File: src/rtl/fdiv_pkg.sv
package fdiv_pkg;

    localparam int FD_EXP_W  = 8;
    localparam int FD_MAN_W  = 23;
    localparam int FD_WORD_W = 1 + FD_EXP_W + FD_MAN_W;
    localparam int FD_SIG_W  = FD_MAN_W + 1;
    localparam int FD_QBITS  = FD_MAN_W + 2;
    localparam int FD_QREG_W = FD_QBITS - 1;
    localparam int FD_REM_W  = FD_SIG_W + 2;
    localparam int FD_CNT_W  = $clog2(FD_QBITS);
    localparam int FD_BIAS   = (1 << (FD_EXP_W - 1)) - 1;

    typedef enum logic [1:0] {
        FD_IDLE = 2'd0,
        FD_RUN  = 2'd1,
        FD_PACK = 2'd2
    } fd_state_e;

    typedef struct packed {
        logic [FD_EXP_W-1:0] exp;
        logic [FD_REM_W-1:0] rem;
        logic [FD_SIG_W-1:0] dvs;
    } fd_work_t;

    function automatic logic [FD_SIG_W-1:0] fd_restore(input logic [FD_MAN_W-1:0] frac);
        return {1'b1, frac};
    endfunction

    function automatic logic [FD_EXP_W-1:0] fd_exp_of(input logic [FD_WORD_W-2:0] mag);
        return mag[FD_WORD_W-2:FD_MAN_W];
    endfunction

endpackage

File: src/rtl/fdiv_unpack.sv
module fdiv_unpack
    import fdiv_pkg::*;
(
    input  logic [FD_WORD_W-2:0] mag_a,
    input  logic [FD_WORD_W-2:0] mag_b,
    output fd_work_t             init
);
    logic [FD_SIG_W-1:0] sig_a;
    logic [FD_SIG_W-1:0] sig_b;
    logic [FD_EXP_W-1:0] exp_raw;
    logic                low_dividend;

    always_comb begin
        sig_a        = fd_restore(mag_a[FD_MAN_W-1:0]);
        sig_b        = fd_restore(mag_b[FD_MAN_W-1:0]);
        exp_raw      = fd_exp_of(mag_a) - fd_exp_of(mag_b) + FD_EXP_W'(FD_BIAS);
        low_dividend = (sig_a < sig_b);
        init.dvs     = sig_b;
        if (low_dividend) begin
            init.rem = {1'b0, sig_a, 1'b0};
            init.exp = exp_raw - FD_EXP_W'(1);
        end else begin
            init.rem = {2'b00, sig_a};
            init.exp = exp_raw;
        end
    end
endmodule

File: src/rtl/fdiv_step.sv
module fdiv_step
    import fdiv_pkg::*;
(
    input  logic [FD_REM_W-1:0] rem,
    input  logic [FD_SIG_W-1:0] dvs,
    output logic [FD_REM_W-1:0] rem_next,
    output logic                qbit
);
    logic [FD_REM_W-1:0] dvs_ext;
    logic [FD_REM_W-1:0] trial;
    logic [FD_REM_W-1:0] kept;

    always_comb begin
        dvs_ext  = {2'b00, dvs};
        trial    = rem - dvs_ext;
        qbit     = (rem >= dvs_ext);
        kept     = qbit ? trial : rem;
        rem_next = {kept[FD_REM_W-2:0], 1'b0};
    end
endmodule

File: src/rtl/fdiv_round_pack.sv
module fdiv_round_pack
    import fdiv_pkg::*;
#(
    parameter bit ROUND_EN = 1'b1
) (
    input  logic [FD_EXP_W-1:0]  exp,
    input  logic [FD_QREG_W-1:0] quo,
    input  logic [FD_REM_W-1:0]  rem,
    output logic [FD_WORD_W-1:0] word
);
    logic                sticky;
    logic                rnd_bit;
    logic                odd_bit;
    logic                bump;
    logic [FD_MAN_W-1:0] frac;

    always_comb begin
        sticky  = |rem;
        rnd_bit = quo[0];
        odd_bit = quo[1];
        bump    = ROUND_EN ? (rnd_bit & (sticky | odd_bit)) : 1'b0;
        frac    = quo[FD_MAN_W:1] + FD_MAN_W'(bump);
        word    = {1'b0, exp, frac};
    end
endmodule

File: src/rtl/fdiv_ctrl.sv
module fdiv_ctrl
    import fdiv_pkg::*;
#(
    parameter int NSTEP = FD_QBITS
) (
    input  logic                clk,
    input  logic                rst,
    input  logic                start,
    output logic                load,
    output logic                step_en,
    output logic                pack_en,
    output logic                busy,
    output logic [FD_CNT_W-1:0] step_cnt
);
    localparam logic [FD_CNT_W-1:0] LAST = FD_CNT_W'(NSTEP - 1);

    fd_state_e state;

    always_ff @(posedge clk) begin
        if (rst) begin
            state    <= FD_IDLE;
            step_cnt <= '0;
        end else begin
            case (state)
                FD_IDLE: begin
                    step_cnt <= '0;
                    if (start) state <= FD_RUN;
                end
                FD_RUN: begin
                    if (step_cnt == LAST) begin
                        state    <= FD_PACK;
                        step_cnt <= '0;
                    end else begin
                        step_cnt <= step_cnt + FD_CNT_W'(1);
                    end
                end
                FD_PACK: state <= FD_IDLE;
                default: state <= FD_IDLE;
            endcase
        end
    end

    always_comb begin
        load    = (state == FD_IDLE) && start;
        step_en = (state == FD_RUN);
        pack_en = (state == FD_PACK);
        busy    = (state != FD_IDLE);
    end
endmodule

File: src/rtl/fdiv_seq.sv
module fdiv_seq
    import fdiv_pkg::*;
#(
    parameter bit ROUND_EN = 1'b1
) (
    input  logic                 clk,
    input  logic                 rst,
    input  logic                 start,
    input  logic [FD_WORD_W-1:0] op_a,
    input  logic [FD_WORD_W-1:0] op_b,
    output logic                 done,
    output logic [FD_WORD_W-1:0] result
);
    logic                 load;
    logic                 step_en;
    logic                 pack_en;
    logic                 busy;
    logic [FD_CNT_W-1:0]  step_cnt;
    fd_work_t             init;
    fd_work_t             work;
    logic [FD_QREG_W-1:0] quo;
    logic [FD_REM_W-1:0]  rem_next;
    logic                 qbit;
    logic [FD_WORD_W-1:0] packed_word;

    fdiv_ctrl #(.NSTEP(FD_QBITS)) u_ctrl (
        .clk      (clk),
        .rst      (rst),
        .start    (start),
        .load     (load),
        .step_en  (step_en),
        .pack_en  (pack_en),
        .busy     (busy),
        .step_cnt (step_cnt)
    );

    fdiv_unpack u_unpack (
        .mag_a (op_a[FD_WORD_W-2:0]),
        .mag_b (op_b[FD_WORD_W-2:0]),
        .init  (init)
    );

    fdiv_step u_step (
        .rem      (work.rem),
        .dvs      (work.dvs),
        .rem_next (rem_next),
        .qbit     (qbit)
    );

    fdiv_round_pack #(.ROUND_EN(ROUND_EN)) u_pack (
        .exp  (work.exp),
        .quo  (quo),
        .rem  (work.rem),
        .word (packed_word)
    );

    always_ff @(posedge clk) begin
        if (rst) begin
            work   <= '0;
            quo    <= '0;
            result <= '0;
            done   <= 1'b0;
        end else begin
            done <= pack_en;
            if (load) begin
                work <= init;
                quo  <= '0;
            end
            if (step_en) begin
                work.rem <= rem_next;
                quo      <= {quo[FD_QREG_W-2:0], qbit};
            end
            if (pack_en) result <= packed_word;
        end
    end
endmodule

File: config.mk
export PLATFORM = sky130hd
export DESIGN_NAME = fdiv_seq
export DESIGN_NICKNAME = d
export VERILOG_FILES = /design/src/rtl/fdiv_pkg.sv /design/src/rtl/fdiv_unpack.sv /design/src/rtl/fdiv_step.sv /design/src/rtl/fdiv_round_pack.sv /design/src/rtl/fdiv_ctrl.sv /design/src/rtl/fdiv_seq.sv
export SDC_FILE = /design/constraint.sdc
export NUM_CORES = 1
export LEC_CHECK = 0
export CORE_ASPECT_RATIO = 0.9
export CORE_UTILIZATION = 39
export DETAILED_ROUTE_END_ITERATION = 16
export GPL_ROUTABILITY_DRIVEN = 1
export PLACE_DENSITY = 0.72
export SLEW_MARGIN = 10
export SYNTH_ARGS = -nofsm -noshare
export SYNTH_HDL_FRONTEND = slang
export SYNTH_SLANG_ARGS = --single-unit
File: constraint.sdc
create_clock -name clk -period 6.4 [get_ports clk]
set_clock_uncertainty 0.1 [all_clocks]
set_input_delay 1.6 -clock clk [delete_from_list [all_inputs] [get_ports clk]]
set_output_delay 1.6 -clock clk [all_outputs]
set_load 0.05 [all_outputs]
### Word level (Yosys, flattened, before mapping)

Index checks and enable logic that the tools add are counted.

* mux-type cells: 11
* reduce and logical (&&, ||, !) cells: 7
* bitwise operators: 2
* $lt $le $gt $ge: 2
* equality and inequality tests: 5
* $add $sub $neg: 6

Operators with widths (number)
* two-way mux 50 bit: 1
* two-way mux 24 bit: 2
* two-way mux 34 bit: 1
* greater-or-equal comparator 26 x 24 -> 1 bit: 1
* two-way mux 26 bit: 1
* OR reduction 26 bit: 1
* two-way mux 25 bit: 1
* subtractor 25 x 24 -> 25 bit: 1
* less-than comparator 24 bit: 1
* adder 23 x 1 -> 23 bit: 1
* one-hot mux 5 bit (2 select lines): 1
* adder 8 x 7 -> 8 bit, second input constant: 1
* subtractor 8 x 1 -> 8 bit, second input constant: 1
* subtractor 8 bit: 1
* adder 5 x 1 -> 5 bit, second input constant: 1
* equality test 5 bit, second input constant: 1
* two-way mux 5 bit: 1
* two-way mux 2 bit: 2
* one-hot mux 2 bit (2 select lines): 1
* nonzero test 2 bit: 2
* equality test 2 x 1 -> 1 bit, second input constant: 1
* equality test 2 bit, second input constant: 1
* logical NOT 2 bit: 1
* inequality test 2 x 1 -> 1 bit, second input constant: 1
* 6 further kinds: 6

* register bits: 121
* word-level logic and storage cells: 42
* output and inout bits: 33
* input bits: 67

### Depth between registers and ports, before layout

* word-level depth: 6
* mapped depth: 14

### By module

Synthesis repeated with hierarchy kept, for this count alone.

* cells, all modules: 1028
* area total of the unflattened synthesis: 8759.7 um^2

Modules (own cells, without submodules)
* fdiv_seq: times used 1, cells an instance 431, area each 4465.5 um^2, sequential area each 2302.2 um^2
* fdiv_step: times used 1, cells an instance 278, area each 1750.4 um^2, sequential area each 0.0 um^2
* fdiv_unpack: times used 1, cells an instance 201, area each 1629.1 um^2, sequential area each 0.0 um^2
* fdiv_round_pack: times used 1, cells an instance 77, area each 558.0 um^2, sequential area each 0.0 um^2
* fdiv_ctrl: times used 1, cells an instance 41, area each 356.6 um^2, sequential area each 140.1 um^2

### Least setup slack after synthesis

OpenSTA, ideal clock, no wires.

* kind: input -> register
* start: input op_b[24]
* end: register work[55] (netlist name)
* data arrival time: 3.711 ns
* path slack: 2.503 ns
* stages: 8
* buffers on the path: 0
* setup time: 0.086 ns
* data required time: 6.214 ns
* cells stage by stage: inv_1 > ha_1 > ha_1 > fa_1 > or3_1 > nor4b_1 > xor2_1 > a211oi_1

* word-level cells in the longest chain between the ends: 4

Ends and longest elaborated chain
* start, declared: RTL line fdiv_seq.sv:10 `input logic [FD_WORD_W-1:0] op_b,`
* subtractor 8 bit (*): RTL line fdiv_unpack.sv:16 `exp_raw = fd_exp_of(mag_a) - fd_exp_of(mag_b) + FD_EXP_W'(FD_BIAS);`
* adder 8 x 7 -> 8 bit (*): RTL line fdiv_unpack.sv:16
* subtractor 8 x 1 -> 8 bit: RTL line fdiv_unpack.sv:21 `init.exp = exp_raw - FD_EXP_W'(1);`
* two-way mux 34 bit (*): RTL line fdiv_unpack.sv:19 `if (low_dividend) begin`
* end signal, assigned: RTL line fdiv_seq.sv:66 `work <= init;`
* end, declared: RTL line fdiv_seq.sv:20 `fd_work_t work;`

Mark *: on every way between the ends. The rest lies on a longest branch, timed or not.
A chain may end at the register's enable or synchronous reset.

### Final worst setup path

* start: input op_a[2]
* end: register work[45] (netlist name)

* word-level cells in the longest chain between the ends: 4

Ends and longest elaborated chain
* start, declared: RTL line fdiv_seq.sv:9 `input logic [FD_WORD_W-1:0] op_a,`
* less-than comparator 24 bit: RTL line fdiv_unpack.sv:17 `low_dividend = (sig_a < sig_b);`
* two-way mux 34 bit: RTL line fdiv_unpack.sv:19
* two-way mux 50 bit: RTL line fdiv_seq.sv:65 `if (load) begin`
* two-way mux 26 bit: RTL line fdiv_seq.sv:69 `if (step_en) begin`

Every way passes these cells. The select of a mux whose other input is x is not followed.

==> results_dict.tcl <==
set metrics [dict create \
    seq_area_frac_synth 0.3157 \
    fin_crit_ns 4.288 \
    outcome "finished clean" \
    hold_violations 0 \
    io_buffers 96 \
    dieArea_sq_um 20240 \
    cap_violations 0 \
    dp.cells 1248 \
    die_w_microns 149.9 \
    cts_hold_buf 0 \
    drt_wl_total_microns 19060 \
    htree_levels 4 \
    overflow 0 \
    synth_fp_nets 1078 \
    routed_via_density 5.458 \
    ant_nets 0 \
    yosysMostFrequentCell "nand2_1" \
    cts-root-buf "clkbuf_16" \
    core.rowCount 48 \
    final_area_sq_um 9376 \
    p_per_area_nw_per_um2 319.6 \
    cts_sinks 121 \
    synth_top_area_share 0.3157 \
    grt_usage 0.1959 \
    core_sq_um 19220 \
    async_flop_share 0 \
    synth_area_sq_um 7674 \
    grt_max_degree 54 \
    drive_gt1_frac 0.05534 \
    power_mw 2.997 \
    cp-end-kind "flop" \
    ys_types 67 \
    worst_skew_pair.late_latency_ns 0.43 \
    drv_slew 0 \
    maxSlewHeadroom 0.2528 \
    worstMarginPinSlew_ns 1.121 \
    hp-class "reg -> reg" \
    final_cells 1280 \
    cts_buffers 17 \
    insertedDiodeCount 0 \
    power.leakage_nw 3.733 \
    synth_flop_cell "dfxtp_1" \
    netlist_top_cells_area "dfxtp_1, ha_1, nand2_1" \
    drt_iter0_markers 391 \
    syn_avg_cell_area_sq_um 8.112 \
    r2r_slack_ns 2.94 \
    antenna_found_initial 0 \
    chipHeight_microns 135.1 \
    netlist_instances 946 \
    dpl-instance-area_sq_um 8797 \
    cts_setup_buffers 0 \
    syn_to_final_growth_pct 22.19 \
    grt_pass1_wl_microns 31500 \
    synth.top_cells.by_count "nand2_1, dfxtp_1, a21oi_1" \
    report.final.setup_viol 0 \
    grt_setup_unrepaired "false" \
    critical_path_class "in -> reg" \
    cts.path.max_buffers 2 \
    ios 100 \
    cts_resized 0 \
    hpwl_microns 13810 \
    initial_core_util 0.3993 \
    drc_errors 0 \
    whs_ns 0.3503 \
    nets 1149 \
    synth_warnings 0 \
    place.gp.congestion 0.9147 \
    wl_per_cell_microns 14.89 \
    grt_pass1_vias 6507 \
    synth_edf_count 0 \
    worstPathArrival_ns 4.50 \
    crit_fanout 29 \
    tns_ns 0 \
    nFillCells 1892 \
    via_count 6986 \
    ys_ff_latch 121 \
    critPathRequiredTime_ns 6.61 \
    fin_crit_sh 0.6700 \
    fmax_mhz 233.2 \
    synth_largest_area_cell "dfxtp_1" \
    clk_pin_slew_ns 0.06 \
    cts_tree "done" \
    critical_path.startpoint_type "input port" \
    firstDrtPassIters 5 \
    ir_drop_mv 0.1781 \
]
-- layer usage --
layer	global-route usage	up-vias	routed length, microns
met4	0.04882	0	210
met2	0.3323	149	9017
met3	0.04324	22	971
met5	0	-	0
li1	-	3529	-
met1	0.2507	3286	8859
-- power breakdown --
group | internal, mW | total [mW] | switching (mW)
Clock | 0.549 | 0.955 | 0.406
Combinational | 0.514 | 1.18 | 0.663
Sequential | 0.808 | 0.864 | 0.0560
Total | 1.87 | 3.00 | 1.13
-- placed cells by master (no fill, tap or decap), types with 8 or more instances in the layout --
cell             count
nor3_1               9
o21ai_0             24
xnor2_1             34
buf_4                9
o221ai_1            15
a21oi_1             90
and3_1              10
nand4_1              9
a211oi_1            28
nor2_1              78
inv_1               67
ha_1                63
clkbuf_16           17
xor2_1              19
nand2_1            122
nor4_1               8
nor3b_1              8
a22o_1              22
clkdlybuf4s50_1     95
dfxtp_1            121
nand3_1             15
a21o_1              17
mux2i_1             27
-- worst max-delay path: stages --
cell             delay, ns
clkdlybuf4s50_1       0.55
ha_1                  0.25
o21a_1                0.15
nor2_1                0.05
o31ai_2               0.34
a41oi_2               0.23
o31ai_4               0.27
buf_4                 0.46
mux2i_1               0.24
nor2_1                0.06
a221o_1               0.29
-- registers in the layout (all words and copies together) (netlist names) --
name	flops
quo	24
result	31
u_ctrl.step_cnt	5
u_ctrl.state	2
done	1
work	58
-- worst paths after layout --
path / end / depth (start not counted) / from
max: work[45] / 11 / op_a[2]
min: result[29] / 2 / work[56]
max reg2reg: work[47] / 12 / work[24]
min reg2reg: result[29] / 2 / work[56]
-- cell type report --
cell class / count / area [sq um] / area share
Multi-Input combinational cell: 705 / 4787 / 0.5105
Sequential cell: 121 / 2422 / 0.2583
Timing Repair Buffer: 105 / 1023 / 0.1092
Clock buffer: 17 / 425.4 / 0.04537
Tap cell: 250 / 312.8 / 0.03336
Inverter: 67 / 251.5 / 0.02682
Clock inverter: 15 / 153.9 / 0.01641
-- per-stage QoR --
step                utilization  worst slack [ns]
detailed placement       0.4577             1.663
global route             0.4879             1.967
floorplan                     -             2.503
finish                   0.4879             2.112
CTS                      0.4879             2.104
global placement         0.4577             1.712
-- logic make-up (layout without fill, tap and decap cells) --
| family | Yosys count | after routing | synth area share |
|---|---|---|---|
| AND/OR/NAND/NOR | 298 | 298 | 0.1834 |
| multiplexers | 27 | 27 | 0.03522 |
| AO/OA/AOI/OAI | 261 | 261 | 0.2333 |
| adder cells (fa/ha/maj) | 65 | 65 | 0.1079 |
| buffers and inverters | 120 | 204 | 0.06343 |
| XOR/XNOR | 53 | 53 | 0.06049 |
| other | 1 | 1 | 0.0004887 |
| flip-flops | 121 | 121 | 0.3157 |
No activity file was read; power rests on OpenSTA's default activity.
